===== config.mk =====
export PLATFORM = sky130hd
export DESIGN_NAME = sw_reset_responder
export DESIGN_NICKNAME = d
export VERILOG_FILES = /design/src/rtl/sw_reset_pkg.sv /design/src/rtl/sw_low_timer.sv /design/src/rtl/sw_speed_ctl.sv /design/src/rtl/sw_presence_seq.sv /design/src/rtl/sw_reset_responder.sv
export SDC_FILE = /design/constraint.sdc
export NUM_CORES = 1
export LEC_CHECK = 0
export BUFFER_PORTS_ARGS = -buffer_cell sky130_fd_sc_hd__buf_2
export CAP_MARGIN = 20
export CORE_UTILIZATION = 45
export DETAILED_ROUTE_END_ITERATION = 8
export PLACE_DENSITY = 0.57
export SETUP_SLACK_MARGIN = 0.05
export SLEW_MARGIN = 20
export SYNTH_ARGS = -nofsm -noshare
export SYNTH_HDL_FRONTEND = slang
export SYNTH_HIERARCHICAL = 1
export SYNTH_SLANG_ARGS = --single-unit

===== constraint.sdc =====
create_clock -name clk -period 3 [get_ports clk]
set_clock_uncertainty 0.15 [all_clocks]
set_input_delay 0.15 -clock clk [delete_from_list [all_inputs] [get_ports clk]]
set_output_delay 0.15 -clock clk [all_outputs]
set_load 0.02 [all_outputs]

===== src/rtl/sw_reset_pkg.sv =====
package sw_reset_pkg;
  typedef enum logic [2:0] {
    ST_LISTEN,
    ST_PD_WAIT,
    ST_PD_LOW,
    ST_PD_REC,
    ST_READY
  } sw_state_e;
endpackage


===== src/rtl/sw_low_timer.sv =====
module sw_low_timer #(
  parameter int CNT_W = 8
) (
  input  logic             clk,
  input  logic             rst_n,
  input  logic             line_in,
  output logic             fall,
  output logic             rise,
  output logic [CNT_W-1:0] low_len
);
  localparam logic [CNT_W-1:0] CNT_MAX = '1;

  logic line_q;

  assign fall = line_q & ~line_in;
  assign rise = ~line_q & line_in;

  always_ff @(posedge clk) begin
    if (!rst_n) begin
      line_q  <= 1'b1;
      low_len <= '0;
    end else begin
      line_q <= line_in;
      if (!line_in) begin
        if (fall)                 low_len <= CNT_W'(1);
        else if (low_len != CNT_MAX) low_len <= low_len + CNT_W'(1);
      end
    end
  end


  low_restart_chk: assert property (@(posedge clk) disable iff (!rst_n)
    fall |=> (low_len == CNT_W'(1)));
endmodule


===== src/rtl/sw_speed_ctl.sv =====
module sw_speed_ctl #(
  parameter int CNT_W       = 8,
  parameter int RST_STD_CYC = 100,
  parameter int RST_OD_CYC  = 10,
  parameter int OD_KEEP_CYC = 16
) (
  input  logic             clk,
  input  logic             rst_n,
  input  logic             rise,
  input  logic             classify_en,
  input  logic [CNT_W-1:0] low_len,
  input  logic             od_req,
  input  logic             od_allow,
  output logic             reset_evt,
  output logic             od_mode
);
  localparam logic [CNT_W-1:0] THR_STD = CNT_W'(RST_STD_CYC);
  localparam logic [CNT_W-1:0] THR_OD  = CNT_W'(RST_OD_CYC);
  localparam logic [CNT_W-1:0] KEEP_OD = CNT_W'(OD_KEEP_CYC);

  logic [CNT_W-1:0] thr;

  assign thr       = od_mode ? THR_OD : THR_STD;
  assign reset_evt = rise & classify_en & (low_len >= thr);

  always_ff @(posedge clk) begin
    if (!rst_n) begin
      od_mode <= 1'b0;
    end else if (reset_evt) begin
      od_mode <= od_mode & (low_len <= KEEP_OD);
    end else if (od_req && od_allow) begin
      od_mode <= 1'b1;
    end
  end


  long_reset_std_chk: assert property (@(posedge clk) disable iff (!rst_n)
    (reset_evt && low_len >= THR_STD) |=> !od_mode);


  od_enter_chk: assert property (@(posedge clk) disable iff (!rst_n)
    (od_req && od_allow && !reset_evt) |=> od_mode);
endmodule


===== src/rtl/sw_presence_seq.sv =====
module sw_presence_seq
  import sw_reset_pkg::*;
#(
  parameter int PW_STD = 60,
  parameter int PL_STD = 240,
  parameter int PR_STD = 40,
  parameter int PW_OD  = 8,
  parameter int PL_OD  = 24,
  parameter int PR_OD  = 4
) (
  input  logic clk,
  input  logic rst_n,
  input  logic reset_evt,
  input  logic fall,
  input  logic od_mode,
  output logic classify_en,
  output logic drive_low,
  output logic ready,
  output logic slot_start
);
  localparam int M1    = (PW_STD > PL_STD) ? PW_STD : PL_STD;
  localparam int M2    = (PR_STD > M1) ? PR_STD : M1;
  localparam int M3    = (PW_OD > PL_OD) ? PW_OD : PL_OD;
  localparam int M4    = (PR_OD > M3) ? PR_OD : M3;
  localparam int T_MAX = (M2 > M4) ? M2 : M4;
  localparam int TW    = $clog2(T_MAX + 1);

  sw_state_e state;
  logic [TW-1:0] cnt;
  logic [TW-1:0] wait_end, low_end, rec_end;

  assign wait_end = od_mode ? TW'(PW_OD - 1) : TW'(PW_STD - 1);
  assign low_end  = od_mode ? TW'(PL_OD - 1) : TW'(PL_STD - 1);
  assign rec_end  = od_mode ? TW'(PR_OD - 1) : TW'(PR_STD - 1);

  assign classify_en = (state == ST_LISTEN) || (state == ST_READY);
  assign drive_low   = (state == ST_PD_LOW);
  assign ready       = (state == ST_READY);

  always_ff @(posedge clk) begin
    if (!rst_n) begin
      state      <= ST_LISTEN;
      cnt        <= '0;
      slot_start <= 1'b0;
    end else begin
      slot_start <= fall && (state == ST_READY);
      case (state)
        ST_LISTEN, ST_READY: begin
          if (reset_evt) begin
            state <= ST_PD_WAIT;
            cnt   <= '0;
          end
        end
        ST_PD_WAIT: begin
          if (fall) begin
            state <= ST_LISTEN;
          end else if (cnt == wait_end) begin
            state <= ST_PD_LOW;
            cnt   <= '0;
          end else begin
            cnt <= cnt + TW'(1);
          end
        end
        ST_PD_LOW: begin
          if (cnt == low_end) begin
            state <= ST_PD_REC;
            cnt   <= '0;
          end else begin
            cnt <= cnt + TW'(1);
          end
        end
        ST_PD_REC: begin
          if (cnt == rec_end) begin
            state <= ST_READY;
            cnt   <= '0;
          end else begin
            cnt <= cnt + TW'(1);
          end
        end
        default: state <= ST_LISTEN;
      endcase
    end
  end


  reset_drops_ready_chk: assert property (@(posedge clk) disable iff (!rst_n)
    reset_evt |=> (!ready && !drive_low));


  presence_end_not_ready_chk: assert property (@(posedge clk) disable iff (!rst_n)
    $fell(drive_low) |-> !ready);


  slot_only_ready_chk: assert property (@(posedge clk) disable iff (!rst_n)
    slot_start |-> ready);


  abort_no_presence_chk: assert property (@(posedge clk) disable iff (!rst_n)
    ((state == ST_PD_WAIT) && fall) |=> !drive_low);
endmodule


===== src/rtl/sw_reset_responder.sv =====
module sw_reset_responder #(
  parameter int RST_STD_CYC = 96000,
  parameter int RST_OD_CYC  = 9600,
  parameter int OD_KEEP_CYC = 16000,
  parameter int PW_STD      = 3000,
  parameter int PL_STD      = 12000,
  parameter int PR_STD      = 1000,
  parameter int PW_OD       = 400,
  parameter int PL_OD       = 1600,
  parameter int PR_OD       = 200
) (
  input  logic clk,
  input  logic rst_n,
  input  logic line_in,
  input  logic od_req,
  output logic drive_low,
  output logic ready,
  output logic slot_start,
  output logic od_mode
);
  localparam int CNT_W = $clog2(RST_STD_CYC + 1);

  logic             fall, rise, reset_evt, classify_en, od_allow;
  logic [CNT_W-1:0] low_len;

  assign od_allow = ready & line_in & ~rise;

  sw_low_timer #(.CNT_W(CNT_W)) u_timer (
    .clk(clk), .rst_n(rst_n), .line_in(line_in),
    .fall(fall), .rise(rise), .low_len(low_len)
  );

  sw_speed_ctl #(
    .CNT_W(CNT_W), .RST_STD_CYC(RST_STD_CYC),
    .RST_OD_CYC(RST_OD_CYC), .OD_KEEP_CYC(OD_KEEP_CYC)
  ) u_speed (
    .clk(clk), .rst_n(rst_n), .rise(rise), .classify_en(classify_en),
    .low_len(low_len), .od_req(od_req), .od_allow(od_allow),
    .reset_evt(reset_evt), .od_mode(od_mode)
  );

  sw_presence_seq #(
    .PW_STD(PW_STD), .PL_STD(PL_STD), .PR_STD(PR_STD),
    .PW_OD(PW_OD), .PL_OD(PL_OD), .PR_OD(PR_OD)
  ) u_seq (
    .clk(clk), .rst_n(rst_n), .reset_evt(reset_evt), .fall(fall),
    .od_mode(od_mode), .classify_en(classify_en), .drive_low(drive_low),
    .ready(ready), .slot_start(slot_start)
  );
endmodule


---- After elaboration in Yosys (flattened, before gate mapping) ----
Index checks and enable logic that the tools add are counted.
operators by class
  $lt $le $gt $ge ......................... 2
  bitwise operators ....................... 10
  reductions and logical operators ........ 11
  equality and inequality tests ........... 13
  add/subtract/negate cells ............... 2
  mux-type cells .......................... 20
operators with widths
  operator               number
  $mux 14                6
  $pmux 14 s4            1
  $mux 17                3
  $eq 14x14->1           3
  $add 17x1->17 const B  1
  $ge 17x17->1           1
  $le 17x14->1 const B   1
  $ne 17x17->1 const B   1
  $mux 3                 5
  $add 14x1->14 const B  1
  $mux 12                1
  $pmux 3 s4             1
  $mux 10                1
  $and 1x1->1            7
  $eq 3x2->1 const B     2
  $ne 2x1->1 const B     2
  $ne 2x2->1 const B     2
  $reduce_and 4->1       1
  $reduce_bool 2->1      2
  $reduce_bool 4->1      1
  $eq 3x1->1 const B     1
  $eq 3x3->1 const B     1
  $logic_not 3->1        1
  $ne 3x1->1 const B     1
  other kinds (7)        11
word-level totals
  flip-flop bits (word level) ............. 37
  logic and storage cells ................. 64

---- Depth between registers and ports, before layout ----
  depth in word-level cells ............... 7
  depth in mapped cells ................... 10
  depth with buffers taken out ............ 9

---- By module ----
The synthesis kept the hierarchy.
by module, submodules not included
  module              times used  area an instance (um^2)  cells an instance
  sw_presence_seq     1           1,102.3                  131
  sw_low_timer        1           850.8                    101
  sw_speed_ctl        1           232.7                    31
  sw_reset_responder  1           8.8                      1

---- Least setup slack after synthesis ----
OpenSTA, ideal clock, no wires.
  path type ............................... reg-to-reg
  start ................................... register u_speed.od_mode
  end ..................................... register u_seq.cnt[11]
  arrival ................................. 2.492 ns
  path buffers ............................ 1
  cell stages (with the launch flop) ...... 10
  path slack .............................. 0.244 ns
  cells stage by stage .................... dfxtp_1 ha_1 nand4b_1 o41ai_1 o311a_2 nand2_1 clkbuf_1 a2111oi_0 xnor2_1 nor2_1
between the ends
  cells in the longest elaborated chain, start to end .. 5
  elaborated cells on any way between the ends .. 16
ends and longest elaborated chain
  what                               RTL line                  text
  from (decl)                        sw_speed_ctl.sv:15        output logic od_mode
  from (signal assigned)             sw_speed_ctl.sv:30        od_mode <= od_mode & (low_len <= KEEP_OD);
  $mux 17                            sw_speed_ctl.sv:23        assign thr = od_mode ? THR_OD : THR_STD;
  $ge 17x17->1                       sw_speed_ctl.sv:24        assign reset_evt = rise & classify_en & (low_len >= thr);
  $and 1x1->1                        sw_speed_ctl.sv:24
  net reset_evt                      sw_reset_responder.sv:23  logic fall, rise, reset_evt, classify_en, od_allow;
  $ne 2x2->1 (no source line)        --
  $reduce_and 3->1 (no source line)  --
  to (signal assigned)               sw_presence_seq.sv:61     cnt <= cnt + TW'(1);
  to (signal assigned)               sw_presence_seq.sv:69     cnt <= cnt + TW'(1);
  to (signal assigned)               sw_presence_seq.sv:77     cnt <= cnt + TW'(1);
  to (decl)                          sw_presence_seq.sv:29     logic [TW-1:0] cnt;
The timed path passes the listed nets, and every way through them passes these cells. The select of a mux whose other input is x is not followed.
A chain may end at the register's enable or synchronous reset.

---- Worst setup path in the final report ----
  start ................................... register u_speed.od_mode
  end ..................................... register u_seq.cnt[6]
The elaborated chain is that of the path after synthesis.

==> flow_summary.json <==
{
  "max_freq_mhz": 369,
  "dieArea_mm2": 0.00516,
  "clk_pin_slew_ns": 0.07,
  "syn-instance-count": 264,
  "drc_errors": 0,
  "cts_sinks": 37,
  "insertion_delay_ns": 0.28,
  "min_path_type": "in -> reg",
  "min_period_ns": 2.71,
  "whs_ns": 0.0282,
  "syn_nets": 276,
  "drtIter0Drc": 99,
  "coreArea_mm2": 0.00469,
  "slew-limit-headroom_pct": 63.9,
  "ys_ff_latch": 37,
  "tns_ns": 0,
  "end_kind": "flip-flop",
  "placement_rows": 25,
  "routed_via_density": 5.80,
  "fin_crit_sh_pct": 90.3,
  "antennaDiodeCount": 0,
  "outcome": "finished, final reports clean",
  "hpwl_mm": 3.38,
  "drive_above_1_share_pct": 10.3,
  "synthMostInstantiatedCell": "dfxtp_1",
  "synth_edf_count": 0,
  "finalSetupViolCount": 0,
  "area_growth_pct": 7.24,
  "nNetsFinal": 283,
  "path_delay_family": "compound AO/OA/AOI/OAI gates",
  "cts_setup_buffers": 0,
  "worst_setup_path_start_kind": "flip-flop",
  "maxCapViolCount": 0,
  "grt_pass1_vias": 1717,
  "yosys_warnings": 6,
  "cts_buffers": 5,
  "io_pins": 8,
  "firstDrtPassIters": 4,
  "cts.path.max_buffers": 2,
  "synth_area_mm2": 0.00219,
  "yosysSeqAreaShare_pct": 33.8,
  "start_util_pct": 46.8,
  "avgSynthCellArea_um2": 8.31,
  "cp_num_buf_inv": 1,
  "drtAntennaViolNets": 0,
  "arrival_ns": 2.74,
  "antenna_found_initial": 0,
  "grt_pass1_wl_mm": 8.27,
  "max_stage_delay_ns": 0.39,
  "yosys-top-cells-area": "dfxtp_1 34%, xnor2_1 6.4%, ha_1 4.6%",
  "leakage_nw": 0.771,
  "rsz0062_at_grt": "false",
  "ys_top_cells_by_count": "37 x dfxtp_1, 26 x nor2_1, 19 x nand2_1",
  "die_x_um": 71.8,
  "grt_max_degree": 17,
  "drv_slew": 0,
  "place.gp.congestion": 0.759,
  "cts_tree": "built",
  "slowest_stage": "dfxtp_1",
  "ys.flop_type": "dfxtp_1",
  "routedWlPerCell_um": 14.7,
  "wirelength_mm": 4.76,
  "yosysUniqueCellTypes": 56,
  "cts_root_buf": "clkbuf_8",
  "crit_chain": "ha_1 -> nand4b_1 -> o41ai_1 -> o311a_2 -> nand2_1 -> and2_1 -> o41ai_4 -> buf_4 -> nor3b_1",
  "hold_violations": 0,
  "port_buffers": 7,
  "irDropWorstVdd_mv": 0.254,
  "crit_type": "reg -> reg",
  "vias": 1886,
  "synth_top_cell_area_share_pct": 33.8,
  "overflow": 0,
  "grt_util_all_layers_pct": 20.5,
  "synthArstFlopShare_pct": 0,
  "cp_max_fo": 13,
  "cts_max_level": 2,
  "crit_required_ns": 3.03,
  "power.density_mw_per_mm2": 371,
  "tightest_slew_ns": 0.542,
  "yosysTopAreaCell": "dfxtp_1",
  "die_h_um": 71.8
}
-- cell families (layout without fill, tap and decap cells) --
| logic type | Yosys count | in the layout | synth area share [%] |
|---|---|---|---|
| fa+ha+maj | 8 | 8 | 4.56 |
| mux | 1 | 1 | 0.456 |
| xor+xnor | 17 | 17 | 6.78 |
| compound gates | 58 | 58 | 18.9 |
| simple gates | 124 | 124 | 31.2 |
| buf+inv | 19 | 26 | 4.33 |
| flops | 37 | 37 | 33.8 |
-- worst paths after layout --
check	from	endpoint	slack (ns)	cells after the start
worst max register to register	u_speed/od_mode$_SDFFE_PN0P_	u_seq/cnt[6]$_SDFFE_PN0P_	0.29	9
worst min register to register	u_seq/cnt[1]$_SDFFE_PN0P_	u_seq/cnt[1]$_SDFFE_PN0P_	0.36	2
worst min-delay path	rst_n	u_timer/line_q$_SDFF_PN1_	0.03	2
worst max-delay path	u_speed/od_mode$_SDFFE_PN0P_	u_seq/cnt[6]$_SDFFE_PN0P_	0.29	9
-- power by group --
group	internal, mW	leakage (nW)	total, mW	switching [mW]
Clock	0.182	0.0443	0.352	0.170
Sequential	0.493	0.298	0.496	0.00286
Combinational	0.00865	0.428	0.0257	0.0170
-- sequential cells by signal, summed over array words and instances, names as in the netlist --
| name | count |
|---|---|
| u_seq/cnt | 14 |
| u_seq/slot_start | 1 |
| u_seq/state | 3 |
| u_speed/od_mode | 1 |
| u_timer/line_q | 1 |
| u_timer/low_len | 17 |
-- per-stage QoR --
stage,std cells,setup slack (ns),instance area [µm²],utilization (%),power (mW)
4_1_cts,325,0.231,2350,50.1,0.894
3_3_place_gp,318,0.319,2260,48.2,0.533
6_report,325,0.290,2350,50.2,0.874
2_1_floorplan,264,0.244,2190,-,0.524
5_1_grt,325,0.0584,2350,50.2,0.923
3_5_place_dp,318,0.239,2260,48.2,0.534
-- repair_timing --
item	4_1_cts	5_1_grt
hold buffers	0	0
endpoints found under the setup margin	0	4
gates resized for setup	0	4
-- metal layers --
layer	wire length [µm]	vias up	global-route usage [%]
li1	-	983	-
met1	2620	872	31.1
met2	1970	29	28.1
met3	142	2	5.06
met4	27	0	5.88
met5	0	-	0
-- area by class of cell --
cell class / instances / area, µm²
sequential: 37 / 741
inverter: 8 / 30.0
timing repair buffer: 11 / 65.1
fill: 466 / 2340
multi-input combinational: 208 / 1360
clock buffer: 7 / 86.3
tap: 54 / 67.6
-- layout by cell type (no fill, tap or decap), types with 5 or more instances in the layout --
cell type | synthesis | routed
nor2_1 | 26 | 26
xnor2_1 | 16 | 16
ha_1 | 8 | 8
nor4_1 | 5 | 5
nand4_1 | 6 | 6
buf_2 | 1 | 7
nand2_1 | 19 | 19
dfxtp_1 | 37 | 37
nand3_1 | 17 | 17
a21oi_1 | 17 | 17
o21ai_0 | 11 | 11
inv_1 | 8 | 8
nor3_1 | 10 | 10
clkbuf_8 | 0 | 6
or3_1 | 7 | 7
Note: power is estimated with default switching activity, not from simulation.
